<file path="config.mk">
export PLATFORM = sky130hd
export DESIGN_NAME = txn_conflict_arbiter
export DESIGN_NICKNAME = d
export VERILOG_FILES = /design/src/rtl/txres_pkg.sv /design/src/rtl/txres_age_cmp.sv /design/src/rtl/txres_policy.sv /design/src/rtl/txres_wait_track.sv /design/src/rtl/txn_conflict_arbiter.sv
export SDC_FILE = /design/constraint.sdc
export NUM_CORES = 1
export LEC_CHECK = 0
export BUFFER_PORTS_ARGS = -buffer_cell sky130_fd_sc_hd__buf_2
export CAP_MARGIN = 20
export CORE_AREA = 2 2 55 57
export DETAILED_ROUTE_END_ITERATION = 16
export DIE_AREA = 0 0 57 59
export GPL_ROUTABILITY_DRIVEN = 0
export GPL_TIMING_DRIVEN = 0
export HOLD_SLACK_MARGIN = 0.02
export PLACE_DENSITY = 0.77
export SLEW_MARGIN = 10
export SYNTH_ARGS = -nofsm -noshare
export SYNTH_HDL_FRONTEND = slang
export SYNTH_HIERARCHICAL = 1
export SYNTH_SLANG_ARGS = --single-unit
</file>
<file path="constraint.sdc">
create_clock -name clk -period 3.4 [get_ports clk]
set_input_delay 0.34 -clock clk [delete_from_list [all_inputs] [get_ports clk]]
set_output_delay 0.34 -clock clk [all_outputs]
set_load 0.05 [all_outputs]
</file>
<file path="src/rtl/txres_pkg.sv">
package txres_pkg;

  typedef enum logic [1:0] {
    KIND_NONE = 2'b00,
    KIND_RW   = 2'b01,
    KIND_WR   = 2'b10,
    KIND_WW   = 2'b11
  } cfl_kind_e;

  typedef enum logic [1:0] {
    POL_BASE   = 2'b00,
    POL_AGE    = 2'b01,
    POL_MIXED  = 2'b10,
    POL_SPARE  = 2'b11
  } policy_e;

  typedef enum logic [1:0] {
    ACT_NONE      = 2'b00,
    ACT_STALL     = 2'b01,
    ACT_ABORT_REQ = 2'b10,
    ACT_ABORT_RSP = 2'b11
  } action_e;

endpackage

</file>
<file path="src/rtl/txres_age_cmp.sv">
module txres_age_cmp #(
  parameter int TS_W = 16,
  parameter int ID_W = 3
) (
  input  logic [TS_W-1:0] req_stamp_i,
  input  logic [TS_W-1:0] rsp_stamp_i,
  input  logic [ID_W-1:0] req_id_i,
  input  logic [ID_W-1:0] rsp_id_i,
  output logic            req_older_o
);

  logic stamp_lt;
  logic stamp_eq;
  logic id_lt;

  always_comb begin
    stamp_lt    = (req_stamp_i < rsp_stamp_i);
    stamp_eq    = (req_stamp_i == rsp_stamp_i);
    id_lt       = (req_id_i < rsp_id_i);
    req_older_o = stamp_lt | (stamp_eq & id_lt);
  end

endmodule

</file>
<file path="src/rtl/txres_policy.sv">
module txres_policy
  import txres_pkg::*;
(
  input  cfl_kind_e kind_i,
  input  policy_e   policy_i,
  input  logic      req_older_i,
  input  logic      dl_possible_i,
  output action_e   act_o
);

  action_e base_act;

  always_comb begin
    base_act = dl_possible_i ? ACT_ABORT_REQ : ACT_STALL;
    act_o    = ACT_NONE;
    if (kind_i != KIND_NONE) begin
      unique case (policy_i)
        POL_AGE:   act_o = req_older_i ? ACT_ABORT_RSP : ACT_STALL;
        POL_MIXED: act_o = ((kind_i == KIND_RW) && req_older_i) ? ACT_ABORT_RSP : base_act;
        default:   act_o = base_act;
      endcase
    end
  end

endmodule

</file>
<file path="src/rtl/txres_wait_track.sv">
module txres_wait_track
  import txres_pkg::*;
#(
  parameter int NPROC = 8,
  parameter int ID_W  = 3
) (
  input  logic            clk,
  input  logic            rst_n,
  input  action_e         act_i,
  input  logic            req_older_i,
  input  logic [ID_W-1:0] req_id_i,
  input  logic [ID_W-1:0] rsp_id_i,
  input  logic            end_vld_i,
  input  logic [ID_W-1:0] end_id_i,
  output logic            req_flag_o
);

  logic [NPROC-1:0] flag_vec;

  for (genvar g = 0; g < NPROC; g++) begin : g_entry
    logic flag_q;
    logic flag_d;
    logic set_hit;
    logic clr_hit;
    logic en;

    always_comb begin
      set_hit = (act_i == ACT_STALL) && req_older_i && (rsp_id_i == ID_W'(g));
      clr_hit = ((act_i == ACT_ABORT_REQ) && (req_id_i == ID_W'(g))) ||
                ((act_i == ACT_ABORT_RSP) && (rsp_id_i == ID_W'(g))) ||
                (end_vld_i && (end_id_i == ID_W'(g)));
      en      = set_hit | clr_hit;
      flag_d  = clr_hit ? 1'b0 : 1'b1;
    end

    always_ff @(posedge clk or negedge rst_n) begin
      if (!rst_n)  flag_q <= 1'b0;
      else if (en) flag_q <= flag_d;
    end

    assign flag_vec[g] = flag_q;

    // an end report always leaves the flag clear
    p_end_clears_r11: assert property (@(posedge clk) disable iff (!rst_n)
      (end_vld_i && end_id_i == ID_W'(g)) |=> !flag_q);
  end

  assign req_flag_o = flag_vec[req_id_i];

endmodule

</file>
<file path="src/rtl/txn_conflict_arbiter.sv">
module txn_conflict_arbiter
  import txres_pkg::*;
#(
  parameter int NPROC = 8,
  parameter int TS_W  = 16,
  localparam int ID_W = (NPROC > 1) ? $clog2(NPROC) : 1
) (
  input  logic            clk,
  input  logic            rst_n,
  input  logic [1:0]      cfl_kind_i,
  input  logic [1:0]      policy_i,
  input  logic [ID_W-1:0] req_id_i,
  input  logic [ID_W-1:0] rsp_id_i,
  input  logic [TS_W-1:0] req_stamp_i,
  input  logic [TS_W-1:0] rsp_stamp_i,
  input  logic            dl_hint_i,
  input  logic            txn_end_i,
  input  logic [ID_W-1:0] txn_end_id_i,
  output logic            stall_o,
  output logic            abort_req_o,
  output logic            abort_rsp_o
);

  cfl_kind_e kind;
  policy_e   pol;
  logic      req_older;
  logic      req_flag;
  logic      dl_possible;
  action_e   act;

  logic      stall_d, abort_req_d, abort_rsp_d;
  logic      stall_q, abort_req_q, abort_rsp_q;

  assign kind = cfl_kind_e'(cfl_kind_i);
  assign pol  = policy_e'(policy_i);

  txres_age_cmp #(.TS_W(TS_W), .ID_W(ID_W)) u_age (
    .req_stamp_i (req_stamp_i),
    .rsp_stamp_i (rsp_stamp_i),
    .req_id_i    (req_id_i),
    .rsp_id_i    (rsp_id_i),
    .req_older_o (req_older)
  );

  txres_wait_track #(.NPROC(NPROC), .ID_W(ID_W)) u_track (
    .clk         (clk),
    .rst_n       (rst_n),
    .act_i       (act),
    .req_older_i (req_older),
    .req_id_i    (req_id_i),
    .rsp_id_i    (rsp_id_i),
    .end_vld_i   (txn_end_i),
    .end_id_i    (txn_end_id_i),
    .req_flag_o  (req_flag)
  );

  assign dl_possible = dl_hint_i | (~req_older & req_flag);

  txres_policy u_pol (
    .kind_i        (kind),
    .policy_i      (pol),
    .req_older_i   (req_older),
    .dl_possible_i (dl_possible),
    .act_o         (act)
  );

  always_comb begin
    stall_d     = (act == ACT_STALL);
    abort_req_d = (act == ACT_ABORT_REQ);
    abort_rsp_d = (act == ACT_ABORT_RSP);
  end

  always_ff @(posedge clk or negedge rst_n) begin
    if (!rst_n) begin
      stall_q     <= 1'b0;
      abort_req_q <= 1'b0;
      abort_rsp_q <= 1'b0;
    end else begin
      stall_q     <= stall_d;
      abort_req_q <= abort_req_d;
      abort_rsp_q <= abort_rsp_d;
    end
  end

  assign stall_o     = stall_q;
  assign abort_req_o = abort_req_q;
  assign abort_rsp_o = abort_rsp_q;

  // never more than one strobe
  p_onehot_r3: assert property (@(posedge clk) disable iff (!rst_n)
    $onehot0({stall_o, abort_req_o, abort_rsp_o}));

  // a conflict yields exactly one strobe on the next cycle
  p_one_strobe_r3: assert property (@(posedge clk) disable iff (!rst_n)
    (cfl_kind_i != 2'b00) |=> ($countones({stall_o, abort_req_o, abort_rsp_o}) == 1));

  // no conflict, no strobe
  p_quiet_r2: assert property (@(posedge clk) disable iff (!rst_n)
    (cfl_kind_i == 2'b00) |=> !(stall_o | abort_req_o | abort_rsp_o));

  // baseline never aborts the responder
  p_base_keeps_rsp_r5: assert property (@(posedge clk) disable iff (!rst_n)
    (cfl_kind_i != 2'b00 && policy_i == 2'b00) |=> !abort_rsp_o);

  // age policy never aborts the requestor
  p_age_keeps_req_r8: assert property (@(posedge clk) disable iff (!rst_n)
    (cfl_kind_i != 2'b00 && policy_i == 2'b01) |=> !abort_req_o);

  // equal stamps, lower number wins under age policy
  p_tie_break_r4: assert property (@(posedge clk) disable iff (!rst_n)
    (cfl_kind_i != 2'b00 && policy_i == 2'b01 && req_stamp_i == rsp_stamp_i &&
     req_id_i < rsp_id_i) |=> abort_rsp_o);

endmodule

</file>
==> impl_summary.log <==
INFO  metric drt.antenna.violating_nets = 0
INFO  metric final-max-slew-violation-count = 0
INFO  metric worst_setup_path_end_kind = flip-flop
INFO  metric critPathTopFamily = compound AO/OA/AOI/OAI gates
INFO  metric period_minus_slack = 3193 ps
INFO  metric synth.most_common_cell = sky130_fd_sc_hd__inv_1
INFO  metric run_status = finished, final reports clean
INFO  metric yosysSeqAreaShare = a little over a fifth
INFO  metric synthTopCellsByArea = sky130_fd_sc_hd__dfrtp_1 (22%), sky130_fd_sc_hd__ha_1 (20%), sky130_fd_sc_hd__inv_1 (6.8%)
INFO  metric synth_flop_cell = sky130_fd_sc_hd__dfrtp_1
INFO  metric floorplan.initialDensity = 46.91%
INFO  metric synthDominantCellAreaShare = 21.65%
INFO  metric synthesis.area_per_instance = 8.532 um2
INFO  metric worstSetupPathType = input pin to flip-flop
INFO  metric final_setup_violation_count = 0
INFO  metric detail_route.drc_violations = 0
INFO  metric design.portCount = 52
INFO  metric clk-insertion-delay-late = 270 ps
INFO  metric power_leakage = approximately 0.00086 uW
INFO  metric gr-usage-all-layers = 18.12%
INFO  metric clock-sinks = 11
INFO  metric grt_max_degree = 12
INFO  metric seq_area = around 280 um2
INFO  metric syn-instance-count = 149
INFO  metric grt_overflow = 0
INFO  metric postCtsSetupRepairBufs = 0
INFO  metric antenna_cells = 0
INFO  metric cpPeakStageDelay = about 520 ps
INFO  metric clockBufferDepth = 2
INFO  metric synthesis.nets = around 220
INFO  metric synth_common_cells = sky130_fd_sc_hd__inv_1 (23), sky130_fd_sc_hd__ha_1 (20), sky130_fd_sc_hd__a21oi_1 (12)
INFO  metric cts.root.buffer_cell = sky130_fd_sc_hd__clkbuf_4
INFO  metric headroom_to_the_max_slew_limit = 63.17%
INFO  metric cts.reportedPaths.clkPinSlew = approximately 70 ps
INFO  metric tightestPinTransition = between 500 and 600 ps
INFO  metric dieWidth = around 57 um
INFO  metric cts_max_level = 1
INFO  metric multi_input_area = ~910 um2
INFO  metric detail_route.first_pass.iterations = 4
INFO  metric crit_path_start_kind = input pin
INFO  metric timing.critical_path.arrival = 3340 ps
INFO  metric share_of_final_layout_standard_cells_stronger_than_drive_strength_1 = 32.68%
INFO  metric row_count = 19
INFO  metric period_share = 93.92%
INFO  metric fill_cells = 248
INFO  metric core_region_area = 2710 um2
INFO  metric area_growth_syn_to_layout = 27.46%
INFO  metric whs = 446.1 ps
INFO  metric grt_first_pass_wirelength = 4.830 mm
INFO  metric async_flop_share = 100.0%
INFO  metric half_perimeter_wire_length_after_placement = around 2.4 mm
INFO  metric drt_iter0_drc = 39
INFO  metric nets = 275
INFO  metric grt_pass1_vias = roughly 1.2k
INFO  metric cp.required = 3550 ps
INFO  metric die_outline_area = 3363 um2
INFO  metric post-synth-top-area-cell = sky130_fd_sc_hd__dfrtp_1
INFO  metric synth.ff_latch_count = 11
INFO  metric synth-edff-count = 0
INFO  metric fmaxAchievable = 313.2 MHz
INFO  metric min_delay_path_class = input pin to flip-flop
INFO  metric grt_setup_unrepaired = false
INFO  metric worstPathBufferInverterCount = 1
INFO  metric wl = 2.846 mm
INFO  metric synthDistinctLibCells = 38
INFO  metric clock_tree_from_tritoncts = built
INFO  metric die_h = 59 um
INFO  metric yosysWarningCount = 6
INFO  metric antenna_violations_before_repair = 0
INFO  metric final-hold-violation-count = 0
INFO  metric dr_total_vias = 1280
INFO  metric power_per_cell_area = about 270 nW/um2
INFO  metric detail_route.wl_per_cell = 12.06 um
INFO  metric cts-buffers-inserted = 3
INFO  metric slowest_stage = sky130_fd_sc_hd__a211oi_2
INFO  metric fin_ws = about 210 ps
INFO  metric post-place-ws = -330.5 ps
INFO  metric clock-skew-final = 0.5639 ps
INFO  metric peakVddDrop = roughly 0.00031 V
INFO  metric timing.critical_path.cells = buf_2, ha_1, a21oi_1, o21ai_0, a221o_1, o31ai_2, and3b_1, o21bai_1, a211oi_2, or3b_1, o32ai_1, nor3_1
INFO  metric max_cap_violations = 0
INFO  metric mapped_area = 1271 um2
INFO  metric vias_per_cell = 5.424
INFO  metric port_buffers = 51
INFO  metric crit_fanout = 11
## metrics by stage
step / cells / total power [uW] / area [um2] / setup TNS [ps] / util (%)
final: 236 / 441.4 / 1620 / 0 / 59.79
after global routing: 236 / 479.7 / 1620 / 0 / 59.79
after CTS: 236 / 446.0 / 1620 / 0 / 59.79
after detailed placement: 231 / 350.6 / 1565 / -2276 / 57.76
after global placement: 231 / 347.2 / 1565 / -2121 / 57.76
after floorplan: 149 / 286.1 / 1271 / 0 / -
## worst reg2reg max path, stage by stage, from the launching register on
cell and delay [ps]:
sky130_fd_sc_hd__dfrtp_1 380, sky130_fd_sc_hd__mux4_1 500, sky130_fd_sc_hd__mux2_2 280, sky130_fd_sc_hd__a21o_1 190, sky130_fd_sc_hd__a211oi_2 490, sky130_fd_sc_hd__or3b_1 430
sky130_fd_sc_hd__o32ai_1 180, sky130_fd_sc_hd__nor3_1 100
## where the power goes
part / switching, uW / leakage [uW] / internal, uW / total [uW]
clock: 44.2 / 0.0000177 / 43.6 / 87.8
sequential: 9.81 / 0.000147 / 153 / 163
combinational: 104 / 0.000700 / 87.3 / 191
## what timing repair did
item                                    4_1_cts  5_1_grt
endpoints found under the setup margin        3        1
endpoints found under the hold margin        11        0
pin swaps                                     0        1
hold buffers                                  1        0
gates resized for setup                       2        0
## placed cells by master, fill, tap and decap left out, drive strengths merged, types with 2 or more instances in the layout
cell,n
buf,52
inv,23
ha,20
a21oi,13
dfrtp,11
nor3,11
nand2,8
nor2,6
nand2b,5
nor2b,4
o32ai,4
o22ai,4
clkbuf,4
nor3b,4
nand3,3
nand4,3
a211oi,3
a21o,2
o211ai,2
mux4,2
or3b,2
nand3b,2
a31oi,2
## cells by family after synthesis
logic type      after synthesis  share of synthesized area, %
buf+inv                      25                         7.972
fa+ha+maj                    20                         19.69
compound gates               36                         20.08
simple gates                 54                         25.59
mux                           3                         5.020
flops                        11                         21.65
## area by class of cell
| type | count | area share, % |
|---|---|---|
| Buffer | 2 | 0.9266 |
| Multi-Input combinational cell | 113 | 56.29 |
| Clock buffer | 3 | 1.390 |
| Clock inverter | 1 | 0.3089 |
| Tap cell | 31 | 2.394 |
| Inverter | 23 | 5.328 |
| Timing Repair Buffer | 52 | 16.37 |
| Sequential cell | 11 | 16.99 |
## state kept, by name, summed over array words and instances, names as in the netlist
register	flops
stall_o	1
u_track/g_entry.flag_q	8
abort_rsp_o	1
abort_req_o	1
## routing by layer
layer | wire [um] | GRT usage (%) | vias to the layer above
li1 | - | - | 661
met1 | 1184 | 21.86 | 563
met2 | 1387 | 31.86 | 51
met3 | 246 | 5.677 | 5
met4 | 27 | 3.987 | 0
met5 | 0 | 0 | -
## worst paths after layout
path | startpoint | endpoint | slack (ps) | depth (start not counted)
max | req_stamp_i[5] | u_track/g_entry[0].flag_q$_DFFE_PN0P_ | 210 | 12
min | txn_end_id_i[1] | u_track/g_entry[7].flag_q$_DFFE_PN0P_ | 450 | 4
max reg2reg | u_track/g_entry[5].flag_q$_DFFE_PN0P_ | u_track/g_entry[0].flag_q$_DFFE_PN0P_ | 730 | 7
min reg2reg | u_track/g_entry[7].flag_q$_DFFE_PN0P_ | u_track/g_entry[7].flag_q$_DFFE_PN0P_ | 570 | 2
max in group asynchronous | rst_n | u_track/g_entry[6].flag_q$_DFFE_PN0P_ | 2730 | 2
min in group asynchronous | rst_n | stall_o$_DFF_PN0_ | 470 | 2
Power figures use the tool's default switching activity.
